**src/rtl/pit16_pkg.sv**
```systemverilog
package pit16_pkg;

    localparam int BYTE_W    = 8;
    localparam int CNT_W     = 2 * BYTE_W;
    localparam int PRE_W_DEF = 3;

    typedef enum logic [1:0] {
        AD_CTRL   = 2'd0,
        AD_NONE   = 2'd1,
        AD_CNT_HI = 2'd2,
        AD_CNT_LO = 2'd3
    } pit_addr_e;

    typedef enum logic [1:0] {
        MD_FREE,
        MD_PULSE,
        MD_CHAIN,
        MD_UNSUP
    } pit_mode_e;

    typedef struct packed {
        logic       out_en;
        logic       irq_en;
        logic [2:0] mode;
        logic       div8;
        logic       clk_sel;
        logic       hold;
    } pit_ctrl_t;

    localparam pit_ctrl_t CTRL_RST = '{out_en: 1'b0, irq_en: 1'b0, mode: 3'b000,
                                       div8: 1'b0, clk_sel: 1'b0, hold: 1'b1};

    function automatic pit_mode_e decode_mode(input logic [2:0] m);
        if (m[0]) return MD_UNSUP;
        case (m[2:1])
            2'b10:   return MD_PULSE;
            2'b11:   return MD_CHAIN;
            default: return MD_FREE;
        endcase
    endfunction

endpackage

```
**src/rtl/pit16_regs.sv**
```systemverilog
module pit16_regs
    import pit16_pkg::*;
#(
    parameter int CW = CNT_W,
    localparam int BW = CW / 2
) (
    input  logic          clk,
    input  logic          rst,
    input  logic          wr_ctrl,
    input  logic          wr_hi,
    input  logic          wr_lo,
    input  logic [BW-1:0] wdata,
    output pit_ctrl_t     ctrl_q,
    output logic [CW-1:0] reload_q,
    output logic [CW-1:0] reload_d
);

    logic [BW-1:0] hi_buf_q;

    assign reload_d = {hi_buf_q, wdata};

    always_ff @(posedge clk) begin
        if (rst) begin
            ctrl_q   <= CTRL_RST;
            hi_buf_q <= '0;
            reload_q <= '1;
        end else begin
            if (wr_ctrl) ctrl_q   <= pit_ctrl_t'(wdata);
            if (wr_hi)   hi_buf_q <= wdata;
            if (wr_lo)   reload_q <= reload_d;
        end
    end


    reload_hold_chk: assert property (@(posedge clk) disable iff (rst)
        !wr_lo |=> $stable(reload_q));

endmodule

```
**src/rtl/pit16_core.sv**
```systemverilog
module pit16_core
    import pit16_pkg::*;
#(
    parameter int CW    = CNT_W,
    parameter int PRE_W = PRE_W_DEF
) (
    input  logic          clk,
    input  logic          rst,
    input  pit_ctrl_t     ctrl_q,
    input  pit_ctrl_t     new_ctrl,
    input  logic          wr_ctrl,
    input  logic          wr_lo,
    input  logic [CW-1:0] reload_q,
    input  logic [CW-1:0] reload_d,
    output logic [CW-1:0] cnt_q,
    output logic          out_q,
    output logic          set_flag,
    output logic          clr_flag
);

    logic [CW-1:0]    cnt_d;
    logic [PRE_W-1:0] pre_q, pre_d;
    logic             run_q, run_d;
    logic             pend_q, pend_d;
    logic             out_d;
    logic             tick;
    logic             hold_evt, launch_evt, load_evt;
    pit_mode_e        cur_mode, new_mode;

    assign cur_mode   = decode_mode(ctrl_q.mode);
    assign new_mode   = decode_mode(new_ctrl.mode);
    assign tick       = run_q && (!ctrl_q.div8 || (&pre_q));
    assign hold_evt   = wr_ctrl && new_ctrl.hold;
    assign launch_evt = wr_ctrl && !new_ctrl.hold && !run_q;
    assign load_evt   = wr_lo && (ctrl_q.mode == 3'b000);

    always_comb begin
        cnt_d    = cnt_q;
        out_d    = out_q;
        run_d    = run_q;
        pend_d   = pend_q;
        pre_d    = run_q ? pre_q + 1'b1 : pre_q;
        set_flag = 1'b0;
        clr_flag = 1'b0;
        if (hold_evt) begin
            run_d    = 1'b0;
            pend_d   = 1'b0;
            cnt_d    = reload_q;
            clr_flag = 1'b1;
            if (new_mode != MD_CHAIN) out_d = 1'b0;
        end else if (launch_evt) begin
            if (new_mode == MD_UNSUP) begin
                run_d = 1'b0;
            end else begin
                run_d    = 1'b1;
                pre_d    = '0;
                clr_flag = 1'b1;
                pend_d   = (new_mode == MD_PULSE);
                if (new_mode != MD_CHAIN) out_d = 1'b0;
            end
        end else if (load_evt) begin
            cnt_d    = reload_d;
            clr_flag = 1'b1;
            out_d    = 1'b0;
            pend_d   = 1'b0;
            if (!ctrl_q.hold) begin
                run_d = 1'b1;
                pre_d = '0;
            end
        end else if (tick) begin
            pend_d = 1'b0;
            if (pend_q) out_d = 1'b1;
            if (cnt_q == '0) begin
                if (cur_mode == MD_UNSUP) begin
                    run_d = 1'b0;
                    out_d = out_q;
                end else begin
                    cnt_d    = reload_q;
                    set_flag = 1'b1;
                    case (cur_mode)
                        MD_FREE:  out_d = ~out_q;
                        MD_PULSE: out_d = 1'b0;
                        default:  out_d = ctrl_q.out_en;
                    endcase
                end
            end else begin
                cnt_d = cnt_q - 1'b1;
            end
        end
    end

    always_ff @(posedge clk) begin
        if (rst) begin
            cnt_q  <= '1;
            out_q  <= 1'b0;
            run_q  <= 1'b0;
            pend_q <= 1'b0;
            pre_q  <= '0;
        end else begin
            cnt_q  <= cnt_d;
            out_q  <= out_d;
            run_q  <= run_d;
            pend_q <= pend_d;
            pre_q  <= pre_d;
        end
    end


    count_step_chk: assert property (@(posedge clk) disable iff (rst)
        (tick && !wr_ctrl && !wr_lo && cnt_q != '0) |=> cnt_q == $past(cnt_q) - 1'b1);


    reload_on_expiry_chk: assert property (@(posedge clk) disable iff (rst)
        (tick && !wr_ctrl && !wr_lo && cnt_q == '0 && cur_mode != MD_UNSUP)
        |=> cnt_q == $past(reload_q));


    hold_stops_chk: assert property (@(posedge clk) disable iff (rst)
        ctrl_q.hold |-> !run_q);


    out_rise_on_tick_chk: assert property (@(posedge clk) disable iff (rst)
        $rose(out_q) |-> $past(tick));

endmodule

```
**src/rtl/pit16_flag.sv**
```systemverilog
module pit16_flag (
    input  logic clk,
    input  logic rst,
    input  logic set_i,
    input  logic clr_i,
    input  logic stat_rd,
    input  logic cnt_rd,
    output logic flag_q
);

    logic arm_q;

    always_ff @(posedge clk) begin
        if (rst) begin
            flag_q <= 1'b0;
            arm_q  <= 1'b0;
        end else begin
            if (set_i)                 flag_q <= 1'b1;
            else if (clr_i)            flag_q <= 1'b0;
            else if (cnt_rd && arm_q)  flag_q <= 1'b0;
            if (stat_rd)               arm_q  <= flag_q;
            else if (cnt_rd)           arm_q  <= 1'b0;
        end
    end


    flag_rise_chk: assert property (@(posedge clk) disable iff (rst)
        $rose(flag_q) |-> $past(set_i));


    flag_fall_chk: assert property (@(posedge clk) disable iff (rst)
        $fell(flag_q) |-> $past(clr_i || (cnt_rd && arm_q)));

endmodule

```
**src/rtl/pit16.sv**
```systemverilog
module pit16
    import pit16_pkg::*;
#(
    parameter int PRE_W = PRE_W_DEF
) (
    input  logic              clk,
    input  logic              rst,
    input  logic              bus_wr,
    input  logic              bus_rd,
    input  logic [1:0]        bus_addr,
    input  logic [BYTE_W-1:0] bus_wdata,
    output logic [BYTE_W-1:0] bus_rdata,
    input  logic              stat_rd,
    output logic              tmr_out,
    output logic              tmr_flag,
    output logic              tmr_irq_en
);

    pit_ctrl_t        ctrl_q;
    logic [CNT_W-1:0] reload_q, reload_d, cnt_q;
    logic             wr_ctrl, wr_hi, wr_lo, cnt_rd;
    logic             out_q, set_flag, clr_flag;
    pit_addr_e        addr;

    assign addr    = pit_addr_e'(bus_addr);
    assign wr_ctrl = bus_wr && (addr == AD_CTRL);
    assign wr_hi   = bus_wr && (addr == AD_CNT_HI);
    assign wr_lo   = bus_wr && (addr == AD_CNT_LO);
    assign cnt_rd  = bus_rd && (addr == AD_CNT_HI || addr == AD_CNT_LO);

    pit16_regs #(.CW(CNT_W)) u_regs (
        .clk      (clk),
        .rst      (rst),
        .wr_ctrl  (wr_ctrl),
        .wr_hi    (wr_hi),
        .wr_lo    (wr_lo),
        .wdata    (bus_wdata),
        .ctrl_q   (ctrl_q),
        .reload_q (reload_q),
        .reload_d (reload_d)
    );

    pit16_core #(.CW(CNT_W), .PRE_W(PRE_W)) u_core (
        .clk      (clk),
        .rst      (rst),
        .ctrl_q   (ctrl_q),
        .new_ctrl (pit_ctrl_t'(bus_wdata)),
        .wr_ctrl  (wr_ctrl),
        .wr_lo    (wr_lo),
        .reload_q (reload_q),
        .reload_d (reload_d),
        .cnt_q    (cnt_q),
        .out_q    (out_q),
        .set_flag (set_flag),
        .clr_flag (clr_flag)
    );

    pit16_flag u_flag (
        .clk     (clk),
        .rst     (rst),
        .set_i   (set_flag),
        .clr_i   (clr_flag),
        .stat_rd (stat_rd),
        .cnt_rd  (cnt_rd),
        .flag_q  (tmr_flag)
    );

    always_comb begin
        case (addr)
            AD_CTRL:   bus_rdata = ctrl_q;
            AD_CNT_HI: bus_rdata = cnt_q[CNT_W-1:BYTE_W];
            AD_CNT_LO: bus_rdata = cnt_q[BYTE_W-1:0];
            default:   bus_rdata = '0;
        endcase
    end

    assign tmr_out    = out_q && (ctrl_q.out_en || decode_mode(ctrl_q.mode) == MD_CHAIN);
    assign tmr_irq_en = ctrl_q.irq_en;

endmodule

```
**config.mk**
```make
export PLATFORM = sky130hd
export DESIGN_NAME = pit16
export DESIGN_NICKNAME = d
export VERILOG_FILES = /design/src/rtl/pit16_pkg.sv /design/src/rtl/pit16_regs.sv /design/src/rtl/pit16_core.sv /design/src/rtl/pit16_flag.sv /design/src/rtl/pit16.sv
export SDC_FILE = /design/constraint.sdc
export NUM_CORES = 1
export LEC_CHECK = 0
export BUFFER_PORTS_ARGS = -buffer_cell sky130_fd_sc_hd__buf_4
export CORE_ASPECT_RATIO = 0.6
export CORE_MARGIN = 2
export CORE_UTILIZATION = 25
export DETAILED_ROUTE_END_ITERATION = 6
export PLACE_DENSITY = 0.5
export SYNTH_ARGS = -nofsm -noshare
export SYNTH_HDL_FRONTEND = slang
export SYNTH_SLANG_ARGS = --single-unit
```
**constraint.sdc**
```tcl
create_clock -name clk -period 3.8 [get_ports clk]
set_clock_uncertainty 0.15 [all_clocks]
set_input_delay 0.57 -clock clk [delete_from_list [all_inputs] [get_ports clk]]
set_output_delay 0.57 -clock clk [all_outputs]
set_load 0.05 [all_outputs]
```
==> impl_summary.log <==
[metrics] Routability Congestion: 0.932
[metrics] leak pwr: 1.43 nW
[metrics] pwr/cell area: 375 nW/um^2
[metrics] largest cells by area after synthesis: sky130_fd_sc_hd__dfxtp_1 35%, sky130_fd_sc_hd__nand2_1 7.5%, sky130_fd_sc_hd__a21oi_1 5.5%
[metrics] overall fraction of global-route tracks in use: 16.5%
[metrics] Worst Setup End Kind: flip-flop
[metrics] antenna violations before repair: 0
[metrics] cell with the most instances after synthesis: sky130_fd_sc_hd__nand2_1
[metrics] sequential share of power: 48.6%
[metrics] async set-or-reset flop fraction in the synthesized netlist: 0%
[metrics] drt pass-1 iters: 5
[metrics] sum of overflow across all layers after global routing: 0
[metrics] share of post-route cells with drive strength above 1: 12.8%
[metrics] row count: 31
[metrics] area delta synth->final: 13.5%
[metrics] final core utilization: 29.6%
[metrics] register-to-register setup slack: 1.04 ns
[metrics] Unique masters post-synth: 57
[metrics] category of the most critical setup path: flip-flop to flip-flop
[metrics] Initial Util: 26.1%
[metrics] insertion delay to the later sink of the worst-skew pair: 0.30 ns
[metrics] data required time at the worst endpoint: 3.81 ns
[metrics] number of global-route vias before repair: 2,790
[metrics] sequential fraction of the synthesis area: 35.1%
[metrics] I/O Pins: 26
[metrics] pins over their slew limit: 0
[metrics] post_cts resized: 0
[metrics] hold buffer count at CTS: 0
[metrics] netlist area before placement: 3200 sq um
[metrics] final std cell area, no fill: 3630 sq um
[metrics] mux contribution to synthesized area: 5.60%
[metrics] Most Used Layer, Global Route: met1
[metrics] critical-path maximum fanout: 10
[metrics] endpoints failing setup: 0
[metrics] WL final: 11,000 um
[metrics] clock tree from TritonCTS: yes
[metrics] final antenna diode count: 0
[metrics] Max-Slew Margin vs Limit: 52.7%
[metrics] core area: 12,300 sq um
[metrics] arrival time reported for the critical path endpoint: 2.77 ns
[metrics] synthesized area divided by synthesized cell count: 7.91 sq um
[metrics] detail-routed via count per cell: 5.38
[metrics] cts bufs inserted: 5
[metrics] total of max-cap violations: 0
[metrics] path category of the worst min-delay check: flip-flop to flip-flop
[metrics] met2 global-route usage: 18.2%
[metrics] unrepaired setup endpoints after global routing: false
[metrics] synthesized-area fraction occupied by ao, oa, aoi and oai cells: 22.4%
[metrics] Tcrit/Tclk final: 72.6%
[metrics] via total after detailed routing: 3,110
[metrics] leading cell types by count after synthesis: 64 x sky130_fd_sc_hd__nand2_1, 56 x sky130_fd_sc_hd__dfxtp_1, 42 x sky130_fd_sc_hd__nor2_1
[metrics] H-tree levels: 2
[metrics] met1 demand-to-capacity share in global routing: 29.1%
[metrics] synthesized-area fraction occupied by and/or/nand/nor cells: 27.7%
[metrics] largest area contributor in the synthesized netlist: sky130_fd_sc_hd__dfxtp_1
[metrics] maximum number of pins on one net before global-route repair: 50
[metrics] share of the synthesized area in the top cell type: 35.1%
[metrics] Ys Warns: 0
[metrics] synthesized-area fraction occupied by adder cells: 1.57%
[metrics] Antenna Nets Post-Route: 0
[metrics] switching share of power: 30.5%
[metrics] clock transition time at the flip-flop clock pins of the worst setup and hold paths: 0.08 ns
[metrics] Port Buf Inserts: 25
[metrics] cell internal power dissipation: 0.946 mW
[metrics] combinational family with the most area after synthesis: simple AND/OR/NAND/NOR gates
[metrics] Slew @ Worst Pin: 0.708 ns
[metrics] initial detailed-routing violation count: 389
[metrics] net switching component of the power: 0.415 mW
[metrics] min Tclk post-route: 2.76 ns
[metrics] predominant post-synthesis flop cell: sky130_fd_sc_hd__dfxtp_1
[metrics] CTS Root Buffer Type: sky130_fd_sc_hd__clkbuf_16
[metrics] number of standard cells after synthesis: 404
[metrics] EDFF count, synth: 0
[metrics] clock sink count: 56
[metrics] number of cells on the worst hold path: 2
[metrics] IR drop worst, VDD: 0.000154 V
[metrics] result of the run: completed
[metrics] vertical die dimension: 91.6 um
[metrics] Cell Area, Placed: 3480 sq um
[metrics] number of storage elements in the synthesis netlist: 56
[metrics] final number of hold-violating endpoints: 0
[metrics] nets in the synthesized netlist: 423
[metrics] portion of total power attributed to the clock network: 34.7%
[metrics] Tot Pwr: 1.36 mW
[metrics] clock tree buffer depth: 2
[metrics] fraction of synthesized cell area in xor and xnor cells: 2.19%
[metrics] global-route track usage on met3: 4.97%
[metrics] Total Negative Setup Slacks: 0 ns
[metrics] postcts setup bufs: 0
[metrics] count of unresolved DRC violations after routing: 0
[metrics] first-pass GRT wire length: 17,100 um
[metrics] element type at the critical path start: flip-flop
[metrics] logic depth of the worst register-to-register path: 7
[metrics] maximum clock frequency: 0.362 GHz
[metrics] share of total power in combinational logic: 16.7%
[metrics] net total in the final layout: 431
[metrics] horizontal extent of the die: 150 um
[metrics] detail-routed net length per standard cell: 19.1 um
[metrics] area enclosed by the die boundary: 13,700 sq um
[metrics] detailed-placement wirelength estimate: 8230 um
-- path summary, 6_finish.rpt --
kind                         start          endpoint
hold reg to reg   u_regs.ctrl_q[1]  u_regs.ctrl_q[1]
hold / removal    u_regs.ctrl_q[1]  u_regs.ctrl_q[1]
setup / recovery   u_core.cnt_q[1]   u_core.cnt_q[1]
setup reg to reg   u_core.cnt_q[1]   u_core.cnt_q[1]
-- worst max-delay path: stages, from the launching register on --
cell and delay, ns:
sky130_fd_sc_hd__dfxtp_1 0.38, sky130_fd_sc_hd__inv_1 0.11, sky130_fd_sc_hd__ha_1 0.21, sky130_fd_sc_hd__nor4b_2 0.49
sky130_fd_sc_hd__and4_1 0.60, sky130_fd_sc_hd__a21oi_2 0.19, sky130_fd_sc_hd__o22ai_1 0.39, sky130_fd_sc_hd__o21ai_1 0.10
-- layer usage --
layer	share of wire [%]	wire (um)
met4	0.20	22
met3	11	1210
met1	56	6130
met2	33	3680
met5	0	0
-- cells by family (layout without fill, tap and decap cells) --
family,count (synthesis),in the layout
simple gates,171,171
compound gates,111,111
flops,56,56
buf+inv,37,46
mux,17,17
xor+xnor,8,8
fa+ha+maj,4,4
-- state kept, by name, indices dropped and copies added, names as in the netlist --
| register | count |
|---|---|
| u_core.cnt_q | 16 |
| u_regs.reload_q | 16 |
| u_regs.ctrl_q | 8 |
| u_regs.hi_buf_q | 8 |
| u_core.pre_q | 3 |
| u_core.out_q | 1 |
| u_core.pend_q | 1 |
| u_core.run_q | 1 |
| u_flag.arm_q | 1 |
| u_flag.flag_q | 1 |
-- metrics by stage --
step,hold slack [ns],instances,worst slack (ns)
global route,0.363,578,0.846
CTS,0.336,578,1.09
finish,0.331,578,1.04
detailed placement,0.319,570,1.06
global placement,0.308,570,1.05
floorplan,0.285,404,1.35
-- power groups by stage --
stage,Clock [mW],Combinational [mW],Sequential (mW)
2_1_floorplan,0,0.160,0.653
3_3_place_gp,0,0.222,0.673
3_5_place_dp,0,0.223,0.674
4_1_cts,0.481,0.224,0.660
5_1_grt,0.504,0.247,0.665
6_report,0.472,0.227,0.662
-- cell type report --
type,count,area [sq um]
Inverter,8,30.0
Clock inverter,2,16.3
Sequential cell,56,1120
Multi-Input combinational cell,311,1900
Fill cell,1379,8630
Clock buffer,6,129
Timing Repair Buffer,30,225
Tap cell,165,206
-- layout by cell type (no fill, tap or decap), types with 5 or more instances in the layout --
cell type                   Yosys  final
sky130_fd_sc_hd__mux2i_1       10     10
sky130_fd_sc_hd__clkbuf_16      0      5
sky130_fd_sc_hd__a31oi_1        6      6
sky130_fd_sc_hd__nand3_1       10     10
sky130_fd_sc_hd__xor2_1         5      5
sky130_fd_sc_hd__nand2_1       64     64
sky130_fd_sc_hd__nor3_1        13     13
sky130_fd_sc_hd__inv_1          8      8
sky130_fd_sc_hd__mux2_2         7      7
sky130_fd_sc_hd__nand3b_1      17     17
sky130_fd_sc_hd__o22ai_1       10     10
sky130_fd_sc_hd__a21oi_1       35     35
sky130_fd_sc_hd__o21ai_0       17     17
sky130_fd_sc_hd__buf_4          3     30
sky130_fd_sc_hd__o21ai_1        5      5
sky130_fd_sc_hd__a22o_1        11     11
sky130_fd_sc_hd__dfxtp_1       56     56
sky130_fd_sc_hd__nor2_1        42     42
Note: power is estimated with default switching activity, not from simulation.
